[config.mk]
export PLATFORM = sky130hd
export DESIGN_NAME = trap_entry_ctrl
export DESIGN_NICKNAME = d
export VERILOG_FILES = /design/src/rtl/trap_pkg.sv /design/src/rtl/trap_cause_fix.sv /design/src/rtl/trap_route.sv /design/src/rtl/trap_vector.sv /design/src/rtl/trap_entry_ctrl.sv
export SDC_FILE = /design/constraint.sdc
export NUM_CORES = 1
export LEC_CHECK = 0
export CORE_AREA = 2 2 173 175
export CTS_BUF_LIST = sky130_fd_sc_hd__clkbuf_4 sky130_fd_sc_hd__clkbuf_8
export DETAILED_ROUTE_END_ITERATION = 10
export DIE_AREA = 0 0 175 177
export PLACE_DENSITY = 0.66
export SLEW_MARGIN = 20
export SYNTH_ARGS = -nofsm -noshare
export SYNTH_HDL_FRONTEND = slang
export SYNTH_HIERARCHICAL = 1
export SYNTH_SLANG_ARGS = --single-unit
[constraint.sdc]
create_clock -name clk_i -period 13.9 [get_ports clk_i]
set_input_delay 2.78 -clock clk_i [delete_from_list [all_inputs] [get_ports clk_i]]
set_output_delay 2.78 -clock clk_i [all_outputs]
set_load 0.05 [all_outputs]
[src/rtl/trap_pkg.sv]
package trap_pkg;
  typedef enum logic [1:0] {
    PRIV_U   = 2'd0,
    PRIV_S   = 2'd1,
    PRIV_RSV = 2'd2,
    PRIV_M   = 2'd3
  } priv_e;

  localparam int unsigned ECALL_GEN = 8;
  localparam int unsigned ECALL_U   = 8;
  localparam int unsigned ECALL_S   = 9;
  localparam int unsigned ECALL_M   = 11;
  localparam logic [1:0]  VEC_MODE_IRQ = 2'd1;

  // synchronous causes that carry an address
  function automatic logic code_has_addr(input int unsigned code);
    case (code)
      0, 1, 4, 5, 6, 7, 12, 13, 15: code_has_addr = 1'b1;
      default:                      code_has_addr = 1'b0;
    endcase
  endfunction
endpackage

[src/rtl/trap_cause_fix.sv]
module trap_cause_fix
  import trap_pkg::*;
#(
  parameter int unsigned CODE_W = 5
) (
  input  logic              async_i,
  input  logic [CODE_W-1:0] code_i,
  input  logic [1:0]        priv_i,
  output logic [CODE_W-1:0] code_o,
  output logic              tval_en_o
);
  logic is_ecall;

  assign is_ecall = !async_i && (code_i == CODE_W'(ECALL_GEN));

  always_comb begin
    code_o = code_i;
    if (is_ecall) begin
      case (priv_i)
        PRIV_M:  code_o = CODE_W'(ECALL_M);
        PRIV_S:  code_o = CODE_W'(ECALL_S);
        default: code_o = CODE_W'(ECALL_U);
      endcase
    end
  end

  assign tval_en_o = !async_i && code_has_addr(int'(code_i));
endmodule

[src/rtl/trap_route.sv]
module trap_route
  import trap_pkg::*;
#(
  parameter int unsigned XLEN   = 32,
  parameter int unsigned CODE_W = 5
) (
  input  logic              async_i,
  input  logic [CODE_W-1:0] code_i,
  input  logic [1:0]        priv_i,
  input  logic [XLEN-1:0]   medeleg_i,
  input  logic [XLEN-1:0]   mideleg_i,
  output logic              to_s_o
);
  logic [XLEN-1:0] mask;
  logic            low_priv;

  assign mask     = async_i ? mideleg_i : medeleg_i;
  assign low_priv = (priv_i == PRIV_U) || (priv_i == PRIV_S);
  assign to_s_o   = low_priv && mask[code_i];
endmodule

[src/rtl/trap_vector.sv]
module trap_vector
  import trap_pkg::*;
#(
  parameter int unsigned XLEN   = 32,
  parameter int unsigned CODE_W = 5,
  parameter bit          VEC_EN = 1'b1
) (
  input  logic [XLEN-1:0]   base_i,
  input  logic              async_i,
  input  logic [CODE_W-1:0] code_i,
  output logic [XLEN-1:0]   pc_o
);
  localparam int unsigned PAD_W = XLEN - CODE_W - 2;

  logic [XLEN-1:0] aligned;
  logic [XLEN-1:0] offset;

  assign aligned = {base_i[XLEN-1:2], 2'b00};

  generate
    if (VEC_EN) begin : g_vec
      logic use_off;
      assign use_off = async_i && (base_i[1:0] == VEC_MODE_IRQ);
      assign offset  = use_off ? {{PAD_W{1'b0}}, code_i, 2'b00} : '0;
    end else begin : g_direct
      assign offset = '0;
    end
  endgenerate

  assign pc_o = aligned + offset;
endmodule

[src/rtl/trap_entry_ctrl.sv]
module trap_entry_ctrl
  import trap_pkg::*;
#(
  parameter int unsigned XLEN   = 32,
  parameter bit          VEC_EN = 1'b1,
  localparam int unsigned CODE_W = $clog2(XLEN)
) (
  input  logic              clk_i,
  input  logic              rst_ni,
  input  logic              trap_valid_i,
  input  logic              trap_async_i,
  input  logic [CODE_W-1:0] trap_code_i,
  input  logic [XLEN-1:0]   trap_addr_i,
  input  logic [XLEN-1:0]   trap_pc_i,
  input  logic [XLEN-1:0]   medeleg_i,
  input  logic [XLEN-1:0]   mideleg_i,
  input  logic [XLEN-1:0]   stvec_i,
  input  logic [XLEN-1:0]   mtvec_i,
  input  logic              ctx_wr_i,
  input  logic [1:0]        ctx_priv_i,
  input  logic              ctx_sie_i,
  input  logic              ctx_mie_i,
  input  logic              resv_set_i,
  output logic [1:0]        priv_o,
  output logic              sie_o,
  output logic              spie_o,
  output logic              spp_o,
  output logic              mie_o,
  output logic              mpie_o,
  output logic [1:0]        mpp_o,
  output logic [XLEN-1:0]   scause_o,
  output logic [XLEN-1:0]   sepc_o,
  output logic [XLEN-1:0]   stval_o,
  output logic [XLEN-1:0]   mcause_o,
  output logic [XLEN-1:0]   mepc_o,
  output logic [XLEN-1:0]   mtval_o,
  output logic              redirect_o,
  output logic [XLEN-1:0]   redirect_pc_o,
  output logic              resv_valid_o
);
  localparam int unsigned PAD_W = XLEN - 1 - CODE_W;

  logic [1:0]        priv_q;
  logic              sie_q, spie_q, spp_q, mie_q, mpie_q;
  logic [1:0]        mpp_q;
  logic [XLEN-1:0]   scause_q, sepc_q, stval_q;
  logic [XLEN-1:0]   mcause_q, mepc_q, mtval_q;
  logic              redir_q, resv_q;
  logic [XLEN-1:0]   redir_pc_q;

  logic [CODE_W-1:0] code_fix;
  logic              tval_en, to_s;
  logic [XLEN-1:0]   tvec, handler_pc, cause_word, tval_word;
  logic [1:0]        ctx_priv_legal;

  trap_cause_fix #(.CODE_W(CODE_W)) u_fix (
    .async_i   (trap_async_i),
    .code_i    (trap_code_i),
    .priv_i    (priv_q),
    .code_o    (code_fix),
    .tval_en_o (tval_en)
  );

  trap_route #(.XLEN(XLEN), .CODE_W(CODE_W)) u_route (
    .async_i   (trap_async_i),
    .code_i    (code_fix),
    .priv_i    (priv_q),
    .medeleg_i (medeleg_i),
    .mideleg_i (mideleg_i),
    .to_s_o    (to_s)
  );

  assign tvec = to_s ? stvec_i : mtvec_i;

  trap_vector #(.XLEN(XLEN), .CODE_W(CODE_W), .VEC_EN(VEC_EN)) u_vec (
    .base_i  (tvec),
    .async_i (trap_async_i),
    .code_i  (code_fix),
    .pc_o    (handler_pc)
  );

  assign cause_word     = {trap_async_i, {PAD_W{1'b0}}, code_fix};
  assign tval_word      = tval_en ? trap_addr_i : '0;
  assign ctx_priv_legal = (ctx_priv_i == PRIV_RSV) ? PRIV_U : ctx_priv_i;

  always_ff @(posedge clk_i or negedge rst_ni) begin
    if (!rst_ni) begin
      priv_q     <= PRIV_M;
      sie_q      <= 1'b0;
      spie_q     <= 1'b0;
      spp_q      <= 1'b0;
      mie_q      <= 1'b0;
      mpie_q     <= 1'b0;
      mpp_q      <= PRIV_U;
      scause_q   <= '0;
      sepc_q     <= '0;
      stval_q    <= '0;
      mcause_q   <= '0;
      mepc_q     <= '0;
      mtval_q    <= '0;
      redir_q    <= 1'b0;
      redir_pc_q <= '0;
    end else begin
      redir_q <= trap_valid_i;
      if (trap_valid_i) begin
        redir_pc_q <= handler_pc;
        if (to_s) begin
          spie_q   <= sie_q;
          spp_q    <= priv_q[0];
          sie_q    <= 1'b0;
          scause_q <= cause_word;
          sepc_q   <= trap_pc_i;
          stval_q  <= tval_word;
          priv_q   <= PRIV_S;
        end else begin
          mpie_q   <= mie_q;
          mpp_q    <= priv_q;
          mie_q    <= 1'b0;
          mcause_q <= cause_word;
          mepc_q   <= trap_pc_i;
          mtval_q  <= tval_word;
          priv_q   <= PRIV_M;
        end
      end else if (ctx_wr_i) begin
        priv_q <= ctx_priv_legal;
        sie_q  <= ctx_sie_i;
        mie_q  <= ctx_mie_i;
      end
    end
  end

  // trap drops the reservation even against a same-cycle set
  always_ff @(posedge clk_i or negedge rst_ni) begin
    if (!rst_ni)           resv_q <= 1'b0;
    else if (trap_valid_i) resv_q <= 1'b0;
    else if (resv_set_i)   resv_q <= 1'b1;
  end

  assign priv_o        = priv_q;
  assign sie_o         = sie_q;
  assign spie_o        = spie_q;
  assign spp_o         = spp_q;
  assign mie_o         = mie_q;
  assign mpie_o        = mpie_q;
  assign mpp_o         = mpp_q;
  assign scause_o      = scause_q;
  assign sepc_o        = sepc_q;
  assign stval_o       = stval_q;
  assign mcause_o      = mcause_q;
  assign mepc_o        = mepc_q;
  assign mtval_o       = mtval_q;
  assign redirect_o    = redir_q;
  assign redirect_pc_o = redir_pc_q;
  assign resv_valid_o  = resv_q;
endmodule

==> results of run 1 <==
power breakdown:
group          internal [mW]  total (mW)  leakage [nW]  switching (mW)
logic                  0.358       0.958          3.21           0.600
clock network          0.154       0.365         0.185           0.211
registers              0.639       0.699          2.27          0.0601
total                   1.15        2.02          5.67           0.871
sequential cells by signal (all words and copies together) (netlist names), 2 cells and up:
name           count
mepc_o            32
mtval_o           32
redirect_pc_o     32
sepc_o            32
stval_o           32
mcause_o           6
scause_o           6
mpp_o              2
priv_o             2
path summary, 6_finish.rpt:
kind / cells past startpoint / slack, ns / from / end
worst max-delay path: 21 / 5.43 / trap_code_i[2] / redirect_pc_o[14]
worst min-delay path: 1 / 0.51 / mepc_o[0] / mepc_o[0]
min in group asynchronous: 1 / 2.44 / rst_ni / sepc_o[7]
worst min register to register: 1 / 0.51 / mepc_o[0] / mepc_o[0]
worst max register to register: 19 / 8.25 / priv_o[0] / redirect_pc_o[14]
max in group asynchronous: 2 / 10.01 / rst_ni / stval_o[18]
layout make-up:
cell class	instances	area, um^2	area share
timing repair buffer	398	3960	0.2859
clock buffer	19	255.2	0.01843
inverter	75	281.5	0.02033
tap	390	488.0	0.03523
sequential	183	4582	0.3308
clock inverter	13	141.4	0.01021
multi-input combinational	458	4141	0.2990
layer usage:
metal	vias up	wire length, um	GRT usage
met2	295	13990	0.3083
met1	3366	11700	0.2269
met5	-	0	0
li1	3232	-	-
met4	0	313	0.04583
met3	18	2631	0.06980
cell usage in the layout, fill, tap and decap left out, drive strengths merged, types with 12 or more instances in the layout:
master           n
inv             79
clkdlybuf4s50  387
clkbuf          20
mux2           145
dfrtp          181
nand2           45
mux2i           71
nor2            12
mux4            16
xnor2           25
conb            54
kinds of logic after synthesis:
| kind of cell | after synthesis | synth area share |
|---|---|---|
| simple gates | 104 | 0.06016 |
| xor+xnor | 27 | 0.02499 |
| fa+ha+maj | 6 | 0.008727 |
| mux | 232 | 0.2929 |
| compound gates | 35 | 0.02644 |
| other cells | 2 | 0.0007936 |
| buf+inv | 170 | 0.1018 |
| flops | 183 | 0.4842 |
through the flow:
step           instances  cell area, um^2  hold slack (ns)
3_5_place_dp        1504            13450           0.4920
4_1_cts             1536            13850           0.5171
2_1_floorplan        811             9658           0.6332
3_3_place_gp        1504            13450           0.4889
6_report            1536            13850           0.5130
5_1_grt             1536            13850           0.5324
critical path, stage by stage:
cell,delay (ns)
clkdlybuf4s50_1,0.71
nor2b_1,0.39
nand3_1,0.16
o21bai_1,0.64
mux4_2,0.35
mux2i_1,0.07
o22ai_1,0.20
a21oi_1,0.08
o41ai_2,0.28
buf_4,0.45
mux2_2,0.39
nor2_1,0.23
and2_1,0.18
ha_1,0.17
inv_1,0.06
fa_1,0.39
nor2b_1,0.16
o31a_1,0.50
o21ai_0,0.19
xnor2_1,0.16
mux2_2,0.26
==> impl_metrics.csv, run 1 <==
group,metric,value,unit
logic_synthesis,yosysTopAreaCell,"dfrtp_1",
floorplan,die_h,177,um
timing,max_freq,118.0,MHz
route,drc,0,
finish,drive_gt1_frac,0.1867,
logic_synthesis,yosysMostFrequentCell,"dfrtp_1",
timing,slew_violations,0,
grt,grt_use_total,0.1851,
logic_synthesis,dominantRegCellSynth,"dfrtp_1",
placement,gp_congestion,0.8953,
route,routedWlPerCell,18.64,um
finish,antenna_cells,0,
grt,grt_max_degree,117,
finish,area_growth,46.36,%
setup_path,cp_max_fo,35,
grt,antenna_found_initial,0,
logic_synthesis,synth_area,0.009463,mm^2
cts,worstSkewPairLatency,0.46,ns
floorplan,rows,63,
cts,path_clk_slew,0.09,ns
setup_path,end_kind,"flip-flop",
floorplan,die_area,0.03098,mm^2
floorplan,fp.dieW,175,um
power_and_ir_drop,vdd_drop_max,108.4,uV
cts,postCtsHoldBufs,0,
logic_synthesis,yosysUniqueCellTypes,52,
route,ant_nets,0,
logic_synthesis,syn_inst,759,
setup_path,startpoint_type,"input port",
timing,skew,0.01415,ns
cts,cts_resized,0,
logic_synthesis,synthArstFlopShare,1.000,
run_status,status,"finished clean",
logic_synthesis,yosysWarningCount,6,
grt,grt_pass1_wl,43640,um
route,vias,6911,
finish,fin_util,0.4736,
placement,dp_hpwl,21200,um
logic_synthesis,synth_top_area_share,0.4786,
timing,period_share,0.6095,
setup_path,worstPathArrival,8.81,ns
logic_synthesis,synth-seq-cells,183,
timing,max-slew-margin-rel,0.2612,
route,drt_iter0_markers,354,
cts,clock-sinks,183,
run,drv_cap,0,
timing,hold_violations,0,
logic_synthesis,synth_common_cells,"181 x dfrtp_1, 129 x mux2_2, 75 x inv_1",
grt,first_global_vias,7394,
worst_hold_path,hp-class,"flip-flop to flip-flop",
logic_synthesis,synth_area_per_cell,12.47,um^2
setup_path,required,14.24,ns
power_and_ir_drop,power,2.022,mW
timing,rsz0062_at_grt,"false",
logic_synthesis,synth_edf_count,0,
logic_synthesis,seq_area_frac_synth,0.4842,
cts,cts_buffers,17,
logic_synthesis,synthTopCellsByArea,"dfrtp_1 48%, mux2_2 15%, mux2i_1 7.5%",
timing,setup_ws,5.428,ns
cts,post-cts-setup-buffers,0,
placement,io_buffers,389,
setup_path,critPathKind,"input port to flip-flop",
timing,finalSetupViolCount,0,
route,dr.pass1.iters,4,
cts,cts_buffer_depth,2,
cts,cts_htree_levels,4,
route,wl,28630,um
route,vias_per_cell,4.499,
timing,fin_setup_tns,0,ns
timing,period_needed,8.472,ns
timing,tightest_slew,1.108,ns
finish,fill_cells,2689,
cts,cts_tree,"built",
floorplan,core_area,0.02924,mm^2
power_and_ir_drop,power.density,146.0,mW/mm^2
floorplan,start_util,0.3236,
finish,nets,1346,
power_and_ir_drop,cellLeakagePower,5.674,nW
floorplan,ioPinCount,442,
placement,pre_cts_slack,4.931,ns
grt,grt_overflow_total,0,
cts,cts_root_buf,"clkbuf_8",
Note: power is estimated with default switching activity, not from simulation.
==> inputs of run 2 (changes only) <==
--- a/config.mk
+++ b/config.mk
@@ -9,7 +9,7 @@
 export CTS_BUF_LIST = sky130_fd_sc_hd__clkbuf_4 sky130_fd_sc_hd__clkbuf_8
 export DETAILED_ROUTE_END_ITERATION = 10
 export DIE_AREA = 0 0 175 177
-export PLACE_DENSITY = 0.66
+export PLACE_DENSITY = 0.68
 export SLEW_MARGIN = 20
 export SYNTH_ARGS = -nofsm -noshare
 export SYNTH_HDL_FRONTEND = slang
==> constraint.sdc (replaced) <==
create_clock -name clk_i -period 7.4 [get_ports clk_i]
set_input_delay 1.48 -clock clk_i [delete_from_list [all_inputs] [get_ports clk_i]]
set_output_delay 1.48 -clock clk_i [all_outputs]
set_load 0.05 [all_outputs]
==> run 2 against run 1 <==
Net effect: critical path type unchanged; sequential cell count unchanged; largest power group unchanged; critical path depth stayed put; hold slack is essentially flat; design area is 0.85% higher; final cell count increased by 0.52%; combinational power increased by 88%; global-route usage decreased by 0.36 points.
==> impl_metrics.csv, run 2 (synthesized netlist as in run 1, its figures left out) <==
group,metric,value,unit
floorplan,core_area,0.02924,mm^2
route,routedWlPerCell,18.55,um
finish,mostFrequentLayoutCells,"387 x clkdlybuf4s50_1, 181 x dfrtp_1, 129 x mux2_2",
route,routed.top_layer,"met4",
floorplan,fp.dieW,175,um
setup_path,critPathKind,"input port to flip-flop",
route,wl,28650,um
placement,gp_congestion,0.8360,
grt,first_global_vias,7393,
cts,path_clk_slew,0.11,ns
grt,grt_pass1_wl,43000,um
cts,cts_root_buf,"clkbuf_8",
placement,io_buffers,389,
route,wl_met3,2498,um
floorplan,start_util,0.3236,
finish,fin_util,0.4776,
timing,fin_setup_tns,0,ns
grt,grt_use_total,0.1815,
timing,tightest_slew,0.8689,ns
placement,dp_hpwl,21480,um
cts,cts_htree_levels,4,
placement,pre_cts_slack,0.4863,ns
setup_path,critPathLaunch,"trap_code_i[3]",
route,vias_per_cell,4.574,
timing,period_share,0.8745,
timing,finalSetupViolCount,0,
worst_hold_path,hp-class,"flip-flop to flip-flop",
setup_path,startpoint_type,"input port",
grt,grt_max_degree,106,
power_and_ir_drop,power.density,274.6,mW/mm^2
run_status,status,"finished clean",
route,dr.pass1.iters,5,
route,ant_nets,0,
setup_path,required,7.74,ns
finish,nets,1354,
setup_path,end_kind,"flip-flop",
cts,cts_buffers,17,
cts,post-cts-setup-buffers,0,
grt,antenna_found_initial,0,
cts,postCtsHoldBufs,0,
floorplan,die_h,177,um
setup_path,worstPathArrival,6.82,ns
timing,skew,0.03021,ns
route,drc,0,
grt,grt_overflow_total,0,
cts,clock-sinks,183,
finish,area_growth,47.60,%
floorplan,rows,63,
power_and_ir_drop,vdd_drop_max,169.5,uV
power_and_ir_drop,cellLeakagePower,5.744,nW
floorplan,die_area,0.03098,mm^2
timing,max_freq,154.5,MHz
route,m1WireLength,11440,um
floorplan,ioPinCount,442,
route,wl_met2,14390,um
timing,max-slew-margin-rel,0.4207,
cts,cts_buffer_depth,2,
timing,rsz0062_at_grt,"false",
timing,period_needed,6.472,ns
run,drv_cap,0,
cts,cts_resized,0,
finish,antenna_cells,0,
cts,worstSkewPairLatency,0.47,ns
finish,final_common_cell,"clkdlybuf4s50_1",
finish,drive_gt1_frac,0.1924,
cts,cts_tree,"built",
worst_hold_path,min_from,"scause_o[4]",
timing,setup_ws,0.9284,ns
setup_path,r2r_start,"priv_o[0]",
route,vias,7063,
setup_path,cp_max_fo,13,
route,drt_iter0_markers,287,
timing,slew_violations,0,
timing,hold_violations,0,
## run 2: cell count changes in the layout (fill, tap and decap cells not counted)
| cell | before | now |
|---|---|---|
| buf_4 | 9 | 15 |
| clkinv_8 | 1 | 7 |
| clkbuf_4 | 1 | 0 |
| bufinv_16 | 1 | 0 |
| clkbuf_8 | 19 | 18 |
| buf_12 | 0 | 2 |
| clkinv_4 | 2 | 1 |
| clkinvlp_4 | 5 | 1 |
| inv_12 | 0 | 1 |
| inv_6 | 2 | 3 |
## run 2: final timing paths
| check | endpoint | depth (start not counted) | slack (ns) |
|---|---|---|---|
| worst max-delay path | redirect_pc_o[30] | 21 | 0.93 |
| worst min-delay path | scause_o[4] | 1 | 0.51 |
| worst max register to register | redirect_pc_o[30] | 19 | 2.06 |
| worst min register to register | scause_o[4] | 1 | 0.51 |
| max in group asynchronous | scause_o[4] | 2 | 5.16 |
| min in group asynchronous | sepc_o[5] | 1 | 1.10 |
## run 2: layout make-up
class / count / area (um^2)
sequential: 183 / 4582
inverter: 75 / 281.5
clock buffer: 17 / 234.0
tap: 390 / 488.0
clock inverter: 15 / 195.2
multi-input combinational: 458 / 4141
fill: 2688 / 15280
timing repair buffer: 406 / 4045
## run 2: report_power, final
| part | internal [mW] | leakage (nW) | switching, mW |
|---|---|---|---|
| combinational | 0.677 | 3.26 | 1.12 |
| clock | 0.265 | 0.208 | 0.456 |
| sequential | 1.20 | 2.27 | 0.113 |
| total | 2.14 | 5.74 | 1.69 |
## run 2: critical path: stages
cell             delay [ns]
clkdlybuf4s50_1        0.48
nor2b_1                0.26
nand3_1                0.15
o21bai_1               0.38
buf_4                  0.27
mux4_2                 0.21
mux2i_1                0.07
o22ai_1                0.22
a21oi_1                0.08
o41ai_2                0.54
mux2_2                 0.39
nor2_1                 0.22
and2_1                 0.18
ha_1                   0.16
inv_1                  0.05
fa_1                   0.39
nor2b_1                0.17
o31a_1                 0.48
o2111ai_1              0.19
xnor2_1                0.16
mux2_2                 0.26
## run 2: stage by stage
step / power (mW) / cell area, um^2 / instances / hold WS, ns
2_1_floorplan: 2.489 / 9658 / 811 / 0.6332
3_3_place_gp: 3.133 / 13540 / 1512 / 0.4778
3_5_place_dp: 3.146 / 13540 / 1512 / 0.4917
4_1_cts: 3.890 / 13970 / 1544 / 0.5160
5_1_grt: 3.999 / 13970 / 1544 / 0.5238
6_report: 3.835 / 13970 / 1544 / 0.5126
## run 2: metal layers
metal,vias to the layer above,GRT usage
met5,-,0
met4,0,0.03958
met3,23,0.06615
met2,285,0.3170
met1,3495,0.2138
li1,3260,-
==> inputs of run 3 (changes only) <==
--- a/config.mk
+++ b/config.mk
@@ -10,7 +10,7 @@
 export DETAILED_ROUTE_END_ITERATION = 10
 export DIE_AREA = 0 0 175 177
 export PLACE_DENSITY = 0.68
-export SLEW_MARGIN = 20
+export SLEW_MARGIN = 0
 export SYNTH_ARGS = -nofsm -noshare
 export SYNTH_HDL_FRONTEND = slang
 export SYNTH_HIERARCHICAL = 1
==> results of run 3 <==
Final layout, timing and power as in run 2 (identical DEF).
